`config.mk`:
```
export PLATFORM = sky130hd
export DESIGN_NAME = topk_stream_select
export DESIGN_NICKNAME = d
export VERILOG_FILES = /design/src/rtl/topk_pkg.sv /design/src/rtl/topk_merge_stage.sv /design/src/rtl/topk_block_sorter.sv /design/src/rtl/topk_retain.sv /design/src/rtl/topk_stream_select.sv
export SDC_FILE = /design/constraint.sdc
export NUM_CORES = 2
export LEC_CHECK = 0
export BUFFER_PORTS_ARGS = -buffer_cell sky130_fd_sc_hd__buf_2
export CAP_MARGIN = 20
export CORE_MARGIN = 5
export CORE_UTILIZATION = 35
export CTS_BUF_LIST = sky130_fd_sc_hd__clkbuf_4 sky130_fd_sc_hd__clkbuf_8
export CTS_CLUSTER_SIZE = 24
export DETAILED_ROUTE_END_ITERATION = 12
export GPL_ROUTABILITY_DRIVEN = 1
export PLACE_DENSITY = 0.47
export SLEW_MARGIN = 20
export SYNTH_ARGS = -nofsm -noshare
export SYNTH_HDL_FRONTEND = slang
export SYNTH_SLANG_ARGS = --single-unit
```
`constraint.sdc`:
```
create_clock -name clk_i -period 11.9 [get_ports clk_i]
set_input_delay 2.38 -clock clk_i [delete_from_list [all_inputs] [get_ports clk_i]]
set_output_delay 2.38 -clock clk_i [all_outputs]
set_load 0.1 [all_outputs]
```
`src/rtl/topk_pkg.sv`:
```
package topk_pkg;
  typedef enum logic [1:0] {
    PH_TAKE  = 2'd0,
    PH_PAD   = 2'd1,
    PH_DRAIN = 2'd2
  } phase_e;
endpackage

```
`src/rtl/topk_merge_stage.sv`:
```
// Merges pairs of descending runs of length 2**LVL into runs of 2**(LVL+1).
module topk_merge_stage #(
  parameter int unsigned W   = 16,
  parameter int unsigned LVL = 0
) (
  input  logic         clk_i,
  input  logic         rst_ni,
  input  logic         in_valid_i,
  input  logic [W-1:0] in_key_i,
  output logic         out_valid_o,
  output logic [W-1:0] out_key_o
);
  localparam int unsigned RUN   = 1 << LVL;
  localparam int unsigned DEPTH = 2 * RUN;
  localparam int unsigned AW    = LVL + 1;
  localparam int unsigned CW    = LVL + 2;
  localparam logic [CW-1:0] RUN_C  = CW'(RUN);
  localparam logic [CW-1:0] WRAP_C = CW'(DEPTH - 1);

  logic [W-1:0] fa_mem [DEPTH];
  logic [W-1:0] fb_mem [DEPTH];
  logic [AW:0]  fa_wp, fa_rp, fb_wp, fb_rp;
  logic [CW-1:0] in_cnt, a_tk, b_tk, a_nx, b_nx;
  logic into_a, fa_ne, fb_ne, a_open, b_open, take_a, take_b;
  logic [W-1:0] a_head, b_head;

  assign into_a = in_cnt < RUN_C;
  assign fa_ne  = fa_wp != fa_rp;
  assign fb_ne  = fb_wp != fb_rp;
  assign a_head = fa_mem[fa_rp[AW-1:0]];
  assign b_head = fb_mem[fb_rp[AW-1:0]];
  assign a_open = a_tk < RUN_C;
  assign b_open = b_tk < RUN_C;

  // a head is only compared once both sides of the current pair have one
  always_comb begin
    take_a = a_open && fa_ne && (!b_open || (fb_ne && a_head >= b_head));
    take_b = b_open && fb_ne && (!a_open || (fa_ne && b_head > a_head));
    a_nx   = a_tk + CW'(take_a);
    b_nx   = b_tk + CW'(take_b);
    if (a_nx == RUN_C && b_nx == RUN_C) begin
      a_nx = '0;
      b_nx = '0;
    end
  end

  always_ff @(posedge clk_i) begin
    if (in_valid_i) begin
      if (into_a) fa_mem[fa_wp[AW-1:0]] <= in_key_i;
      else        fb_mem[fb_wp[AW-1:0]] <= in_key_i;
    end
  end

  always_ff @(posedge clk_i or negedge rst_ni) begin
    if (!rst_ni) begin
      fa_wp       <= '0;
      fa_rp       <= '0;
      fb_wp       <= '0;
      fb_rp       <= '0;
      in_cnt      <= '0;
      a_tk        <= '0;
      b_tk        <= '0;
      out_valid_o <= 1'b0;
      out_key_o   <= '0;
    end else begin
      if (in_valid_i) begin
        if (into_a) fa_wp <= fa_wp + 1'b1;
        else        fb_wp <= fb_wp + 1'b1;
        in_cnt <= (in_cnt == WRAP_C) ? '0 : in_cnt + 1'b1;
      end
      if (take_a) fa_rp <= fa_rp + 1'b1;
      if (take_b) fb_rp <= fb_rp + 1'b1;
      a_tk        <= a_nx;
      b_tk        <= b_nx;
      out_valid_o <= take_a | take_b;
      out_key_o   <= take_a ? a_head : b_head;
    end
  end
endmodule

```
`src/rtl/topk_block_sorter.sv`:
```
// Chain of log2(K) merge stages: every K consecutive keys leave as one descending run.
module topk_block_sorter #(
  parameter int unsigned W = 16,
  parameter int unsigned K = 8
) (
  input  logic         clk_i,
  input  logic         rst_ni,
  input  logic         in_valid_i,
  input  logic [W-1:0] in_key_i,
  output logic         out_valid_o,
  output logic [W-1:0] out_key_o
);
  localparam int unsigned LOGK = $clog2(K);

  logic         lvl_v [LOGK+1];
  logic [W-1:0] lvl_d [LOGK+1];

  assign lvl_v[0] = in_valid_i;
  assign lvl_d[0] = in_key_i;

  for (genvar g = 0; g < LOGK; g++) begin : g_stage
    topk_merge_stage #(.W(W), .LVL(g)) u_stage (
      .clk_i      (clk_i),
      .rst_ni     (rst_ni),
      .in_valid_i (lvl_v[g]),
      .in_key_i   (lvl_d[g]),
      .out_valid_o(lvl_v[g+1]),
      .out_key_o  (lvl_d[g+1])
    );
  end

  assign out_valid_o = lvl_v[LOGK];
  assign out_key_o   = lvl_d[LOGK];
endmodule

```
`src/rtl/topk_retain.sv`:
```
// Keeps the running best-K list; merges each sorted run against it, keeping K keys.
module topk_retain #(
  parameter int unsigned W = 16,
  parameter int unsigned K = 8
) (
  input  logic         clk_i,
  input  logic         rst_ni,
  input  logic         blk_valid_i,
  input  logic [W-1:0] blk_key_i,
  input  logic         final_i,
  output logic         done_o,
  output logic         out_valid_o,
  output logic [W-1:0] out_key_o,
  output logic         out_last_o
);
  localparam int unsigned IW = $clog2(K);
  localparam int unsigned CW = IW + 1;
  localparam logic [CW-1:0] FULL_C = CW'(K);
  localparam logic [IW-1:0] LAST_C = IW'(K - 1);

  logic [W-1:0]  run_buf [K];
  logic [W-1:0]  keep_buf [2][K];
  logic          cur;
  logic [CW-1:0] run_cnt;
  logic          run_used;
  logic [IW-1:0] oc, ri, bi, wr_idx;
  logic          emit, take_run, fin_emit;
  logic [W-1:0]  run_head, keep_head, win_key;

  assign wr_idx    = (run_cnt == FULL_C) ? '0 : run_cnt[IW-1:0];
  assign run_head  = run_buf[bi];
  assign keep_head = keep_buf[cur][ri];
  // merge waits only for the run side; the kept side is always complete
  assign emit      = !run_used && ({1'b0, bi} < run_cnt);
  assign take_run  = run_head > keep_head;
  assign win_key   = take_run ? run_head : keep_head;
  assign fin_emit  = emit && (oc == LAST_C);
  assign done_o    = fin_emit;

  always_ff @(posedge clk_i) begin
    if (blk_valid_i) run_buf[wr_idx] <= blk_key_i;
  end

  always_ff @(posedge clk_i or negedge rst_ni) begin
    if (!rst_ni) begin
      run_cnt  <= FULL_C;
      run_used <= 1'b1;
    end else begin
      if (fin_emit) run_used <= 1'b1;
      if (blk_valid_i) begin
        run_cnt <= (run_cnt == FULL_C) ? CW'(1) : run_cnt + 1'b1;
        if (run_cnt == FULL_C) run_used <= 1'b0;
      end
    end
  end

  always_ff @(posedge clk_i or negedge rst_ni) begin
    if (!rst_ni) begin
      cur <= 1'b0;
      oc  <= '0;
      ri  <= '0;
      bi  <= '0;
      for (int b = 0; b < 2; b++)
        for (int i = 0; i < K; i++) keep_buf[b][i] <= '0;
    end else if (emit) begin
      keep_buf[~cur][oc] <= win_key;
      if (fin_emit) begin
        oc  <= '0;
        ri  <= '0;
        bi  <= '0;
        cur <= ~cur;
        if (final_i) begin
          cur <= 1'b0;
          for (int b = 0; b < 2; b++)
            for (int i = 0; i < K; i++) keep_buf[b][i] <= '0;
        end
      end else begin
        oc <= oc + 1'b1;
        if (take_run) bi <= bi + 1'b1;
        else          ri <= ri + 1'b1;
      end
    end
  end

  always_ff @(posedge clk_i or negedge rst_ni) begin
    if (!rst_ni) begin
      out_valid_o <= 1'b0;
      out_last_o  <= 1'b0;
      out_key_o   <= '0;
    end else begin
      out_valid_o <= emit && final_i;
      out_last_o  <= fin_emit && final_i;
      out_key_o   <= win_key;
    end
  end
endmodule

```
`src/rtl/topk_stream_select.sv`:
```
module topk_stream_select
  import topk_pkg::*;
#(
  parameter int unsigned W = 16,
  parameter int unsigned K = 8
) (
  input  logic         clk_i,
  input  logic         rst_ni,
  input  logic         in_valid_i,
  input  logic [W-1:0] in_key_i,
  input  logic         in_last_i,
  output logic         in_ready_o,
  output logic         out_valid_o,
  output logic [W-1:0] out_key_o,
  output logic         out_last_o
);
  localparam int unsigned LOGK = $clog2(K);
  localparam int unsigned IW   = LOGK;
  localparam int unsigned PW   = $clog2(LOGK + 4) + 1;
  localparam logic [IW-1:0] LAST_C = IW'(K - 1);

  phase_e        ph;
  logic [IW-1:0] feed_cnt, pad_left;
  logic [PW-1:0] pend;
  logic          feed, blk_fed, final_run, merge_done;
  logic          srt_v;
  logic [W-1:0]  feed_key, srt_d;

  assign in_ready_o = (ph == PH_TAKE);
  assign feed       = (ph == PH_TAKE && in_valid_i) || (ph == PH_PAD);
  assign feed_key   = (ph == PH_PAD) ? '0 : in_key_i;
  assign blk_fed    = feed && (feed_cnt == LAST_C);
  assign final_run  = (ph == PH_DRAIN) && (pend == PW'(1));

  always_ff @(posedge clk_i or negedge rst_ni) begin
    if (!rst_ni) begin
      ph       <= PH_TAKE;
      feed_cnt <= '0;
      pad_left <= '0;
      pend     <= '0;
    end else begin
      feed_cnt <= feed_cnt + IW'(feed);
      pend     <= pend + PW'(blk_fed) - PW'(merge_done);
      unique case (ph)
        PH_TAKE: begin
          if (in_valid_i && in_last_i) begin
            if (feed_cnt == LAST_C) ph <= PH_DRAIN;
            else begin
              ph       <= PH_PAD;
              pad_left <= LAST_C - feed_cnt;
            end
          end
        end
        PH_PAD: begin
          pad_left <= pad_left - 1'b1;
          if (pad_left == IW'(1)) ph <= PH_DRAIN;
        end
        PH_DRAIN: begin
          if (merge_done && final_run) ph <= PH_TAKE;
        end
        default: ph <= PH_TAKE;
      endcase
    end
  end

  topk_block_sorter #(.W(W), .K(K)) u_sorter (
    .clk_i      (clk_i),
    .rst_ni     (rst_ni),
    .in_valid_i (feed),
    .in_key_i   (feed_key),
    .out_valid_o(srt_v),
    .out_key_o  (srt_d)
  );

  topk_retain #(.W(W), .K(K)) u_retain (
    .clk_i      (clk_i),
    .rst_ni     (rst_ni),
    .blk_valid_i(srt_v),
    .blk_key_i  (srt_d),
    .final_i    (final_run),
    .done_o     (merge_done),
    .out_valid_o(out_valid_o),
    .out_key_o  (out_key_o),
    .out_last_o (out_last_o)
  );
endmodule

```
==> results.txt <==
The residual antenna-violating net count after detailed routing came out at 0. The commonest cells after synthesis are sky130_fd_sc_hd__edfxtp_1, sky130_fd_sc_hd__dfrtp_1, sky130_fd_sc_hd__nand2_1, sky130_fd_sc_hd__mux4_2, sky130_fd_sc_hd__o21ai_0. The area of the core is 118000 sq um. By area the synthesized netlist is led by sky130_fd_sc_hd__edfxtp_1, sky130_fd_sc_hd__dfrtp_1, sky130_fd_sc_hd__mux4_2.

The complex-gate fraction of the synthesized area is 0.0708. The number of vias in the routed layout came out at roughly 23000. The final critical-path share of the clock period is 0.502. The cell area after synthesis came out at 41700 sq um. The starting utilization of the core area is 0.353. The depth of the CTS H-tree came out at 4. The leakage power of the design came out at roughly 18 nW. The worst endpoint required time is approximately 13 ns.

The buffers plus inverters on the worst setup path came out at 2. The worst-case vdd ir drop came out at roughly 0.11 mV. The number of placement rows is 126. By area, the combinational part of the netlist is dominated by multiplexers. The power density relative to cell area came out at roughly 140 nW/um^2. Of the total synthesized cell area, the portion taken by AND, OR, NAND and NOR gates is 0.0583. The mean cell area of the mapped netlist is 15.4 sq um. The synthesized netlist net count came out at 2838.

The standard cell with the maximum stage delay on the critical path is sky130_fd_sc_hd__dfrtp_4. The max-slew violation count is 0. The adder and majority cell fraction of the synthesized area is 0.0326. The global placement routability congestion is 0.753. The number of unique standard cell types used by synthesis came out at 66. CTS saw roughly 1000 sinks. The floorplan step set the die width to 355 um. The largest fanout on the critical path is 43. During I/O placement, the number of pins put on the boundary was 39. STA puts the critical path data arrival time at 6.67 ns. The mux contribution to synthesized area is 0.136.

Among cell families on the critical path, the largest total delay comes from compound AO/OA/AOI/OAI gates. The die height came out at 355 um. For this block, the routed nets add up to 99.7 mm of wire. Summed over all layers, the global routing overflow is 0. Setup violations remaining at the end of the flow were counted as 0.

The number of buffers inserted to repair setup after CTS came out at 0. The number of antenna violations at the first check in global routing came out at 2. The initial DRC count came out at approximately 1700. At the later pin of the worst-skew pair, clock insertion delay measures 0.86 ns. The worst setup path is of the reg2reg kind. TritonCTS built the clock tree. The normalized max-slew margin is 0.224.

The max-cap check violation count is 0. The share of synthesized area in the top cell type comes to 0.415. The slew at the pin with the worst max-slew slack came out at 1.16 ns. The number of buffers inserted by port buffering is 38. In the routed layout, each cell is associated on average with a via count of around 5.

The number of synthesized flops with an enable pin came out at roughly 580. The via count of the first global-routing pass came out at 25000. The run finished with clean final reports. The total routing usage reported by global routing is 0.159. After synthesis the netlist holds a flip-flop and latch count of roughly 990. The parity-gate share of the synthesized area counting xor and xnor cells is 0.0124. The share of layout cells above drive strength 1 came out at 0.257. The count of instances resized after the clock tree is built came out at 0.

Counting flops with an async set or reset pin after synthesis yields a share of 0.419. The clock-pin slew reported for the worst setup and hold paths after clock tree synthesis came out at 0.06 ns. Setup repair after global routing left no endpoint under its margin. The top cell type by total area after synthesis is sky130_fd_sc_hd__edfxtp_1.

Dividing the detail-routed wire length by the instance count gives 22.1 um. Traced cell by cell, the critical path runs through buf_4 > mux4_2 > a221oi_2 > ha_1 > nand4_1 > nor4_1 > a21boi_0 > o31a_2 > buf_4 > nor2_1 > a21oi_4 > o21ai_0. In this run, CTS created clock tree buffers numbering 170.

The share of the yosys chip area belonging to registers is 0.665. The number of hold buffers added after cts is 0. The minimum clock period came out at ~6 ns.

The floorplan die area came out at between 100000 and 150000 sq um. The worst setup path is captured at a flip-flop. The hold violation count in the final report came to 0. The primary flip-flop cell chosen by synthesis mapping is sky130_fd_sc_hd__edfxtp_1.

The placed wire-length estimate is between 50 and 60 mm. The final routed DRC violation total came out at 0. The cell count after synthesis came out at around 2700. During synthesis, Yosys emitted a total of 0 warnings. The final layout contains 2957 nets. The number of iterations in the first detailed-routing pass came out at 5. For this run, the share of the core covered by cells in the final layout is 0.399. The setup TNS came out at 0 ns. Static timing analysis puts the maximum clock frequency at 167 MHz. The most repeated library cell on the critical path is sky130_fd_sc_hd__buf_4. sky130_fd_sc_hd__edfxtp_1 is the most common cell in the netlist.

The clock passes through at most 3 buffers. Between clock sinks in the finished design, the worst skew comes to 0.0541 ns. The maximum number of pins on one net before global-route repair is 163. The first global-routing pass estimated roughly 150 mm of wire. The type of element launching the critical path is a flip-flop. The min-delay analysis places its worst path in the category reg2reg. The library cell used as clock root buffer is sky130_fd_sc_hd__clkbuf_8. The layout overhead on the synthesized area came out at 13.2%. The maximum cell stage delay along the critical path is 0.92 ns.
[power by group]
part | switching, mW | total [mW] | leakage, nW | internal [mW]
Sequential | 0.000663 | 3.62 | 10.8 | 3.61
Clock | 1.40 | 3.13 | 1.88 | 1.73
Combinational | 0.0330 | 0.0392 | 4.92 | 0.00614
[placed cells by master (no fill, tap or decap), types with 7 or more instances in the layout]
| cell | synthesis | routed |
|---|---|---|
| sky130_fd_sc_hd__a21o_1 | 7 | 7 |
| sky130_fd_sc_hd__a21oi_1 | 53 | 52 |
| sky130_fd_sc_hd__a21oi_4 | 15 | 16 |
| sky130_fd_sc_hd__a221oi_2 | 13 | 13 |
| sky130_fd_sc_hd__a22o_1 | 16 | 16 |
| sky130_fd_sc_hd__and2_1 | 32 | 29 |
| sky130_fd_sc_hd__buf_2 | 31 | 37 |
| sky130_fd_sc_hd__buf_4 | 7 | 47 |
| sky130_fd_sc_hd__clkbuf_4 | 0 | 68 |
| sky130_fd_sc_hd__clkbuf_8 | 0 | 189 |
| sky130_fd_sc_hd__clkinv_1 | 0 | 22 |
| sky130_fd_sc_hd__clkinv_2 | 0 | 19 |
| sky130_fd_sc_hd__dfrtp_1 | 413 | 406 |
| sky130_fd_sc_hd__edfxtp_1 | 576 | 576 |
| sky130_fd_sc_hd__ha_1 | 107 | 107 |
| sky130_fd_sc_hd__inv_1 | 73 | 73 |
| sky130_fd_sc_hd__inv_2 | 7 | 7 |
| sky130_fd_sc_hd__mux2_2 | 56 | 56 |
| sky130_fd_sc_hd__mux2i_1 | 67 | 67 |
| sky130_fd_sc_hd__mux4_2 | 192 | 192 |
| sky130_fd_sc_hd__nand2_1 | 326 | 326 |
| sky130_fd_sc_hd__nand2b_1 | 14 | 14 |
| sky130_fd_sc_hd__nand3_1 | 19 | 18 |
| sky130_fd_sc_hd__nand4_1 | 18 | 18 |
| sky130_fd_sc_hd__nor2_1 | 94 | 92 |
| sky130_fd_sc_hd__nor2b_1 | 9 | 8 |
| sky130_fd_sc_hd__nor3_1 | 27 | 23 |
| sky130_fd_sc_hd__o21ai_0 | 151 | 151 |
| sky130_fd_sc_hd__o21ai_1 | 108 | 95 |
| sky130_fd_sc_hd__o21ai_2 | 45 | 53 |
| sky130_fd_sc_hd__xnor2_1 | 24 | 24 |
| sky130_fd_sc_hd__xor2_1 | 35 | 35 |
[final cells by class]
class | instances | area, sq um
Inverter | 80 | 300
Tap cell | 1536 | 1920
Multi-Input combinational cell | 1495 | 13100
Clock inverter | 59 | 412
Clock buffer | 257 | 3110
Sequential cell | 991 | 27700
Timing Repair Buffer | 91 | 641
Antenna cell | 1 | 2.50
Fill cell | 10800 | 70900
[worst min-delay path: stages (launching register included)]
cell                      delay [ns]
sky130_fd_sc_hd__dfrtp_1        0.34
sky130_fd_sc_hd__nand2_1        0.06
sky130_fd_sc_hd__o21ai_2        0.05
[logic make-up after synthesis]
group,after synthesis
mux,316
compound gates,449
fa+ha+maj,108
buf+inv,224
xor+xnor,59
flops,991
simple gates,563
[per-stage QoR]
stage / std cells / power (mW) / area [sq um] / hold WS (ns) / setup WS, ns
global placement: 4190 / 3.72 / 43500 / 0.456 / 5.99
detailed placement: 4191 / 3.72 / 43500 / 0.463 / 5.87
finish: 4510 / 6.79 / 47100 / 0.476 / 5.92
global route: 4510 / 7.07 / 47100 / 0.498 / 5.42
floorplan: 2710 / 3.69 / 41700 / 0.445 / 7.37
CTS: 4507 / 6.90 / 47100 / 0.477 / 5.84
[state kept, by name, indices dropped and copies added (netlist names), 4 cells and up]
signal                              flops
u_sorter.g_stage.u_stage.fa_rp          9
u_sorter.g_stage.u_stage.a_tk           9
u_sorter.g_stage.u_stage.b_tk           9
u_sorter.g_stage.u_stage.out_key_o     48
u_sorter.g_stage.u_stage.fa_wp          9
u_retain.run_buf                      128
pend                                    4
u_sorter.g_stage.u_stage.in_cnt         9
u_sorter.g_stage.u_stage.fa_mem       224
u_retain.out_key_o                     16
u_retain.run_cnt                        4
u_retain.keep_buf                     256
u_sorter.g_stage.u_stage.fb_wp          9
u_sorter.g_stage.u_stage.fb_mem       224
u_sorter.g_stage.u_stage.fb_rp          9
[path summary, 6_finish.rpt]
check / startpoint / endpoint / slack, ns / cells after the start
max reg2reg: u_retain.cur / u_retain.keep_buf[113] / 5.92 / 12
max: u_retain.cur / u_retain.keep_buf[113] / 5.92 / 12
max in group asynchronous: rst_ni / u_retain.keep_buf[109] / 8.40 / 3
min reg2reg: u_retain.keep_buf[190] / u_retain.keep_buf[190] / 0.48 / 2
min in group asynchronous: rst_ni / u_sorter.g_stage[2].u_stage.out_key_o[7] / 1.56 / 1
min: u_retain.keep_buf[190] / u_retain.keep_buf[190] / 0.48 / 2
[layer usage]
| layer | GRT usage | vias to the layer above | routed length [um] |
|---|---|---|---|
| met5 | 0 | - | 0 |
| met2 | 0.266 | 503 | 49000 |
| li1 | - | 10400 | - |
| met1 | 0.208 | 11900 | 43600 |
| met4 | 0.0517 | 0 | 2370 |
| met3 | 0.0322 | 183 | 4640 |
Power figures use the tool's default switching activity.
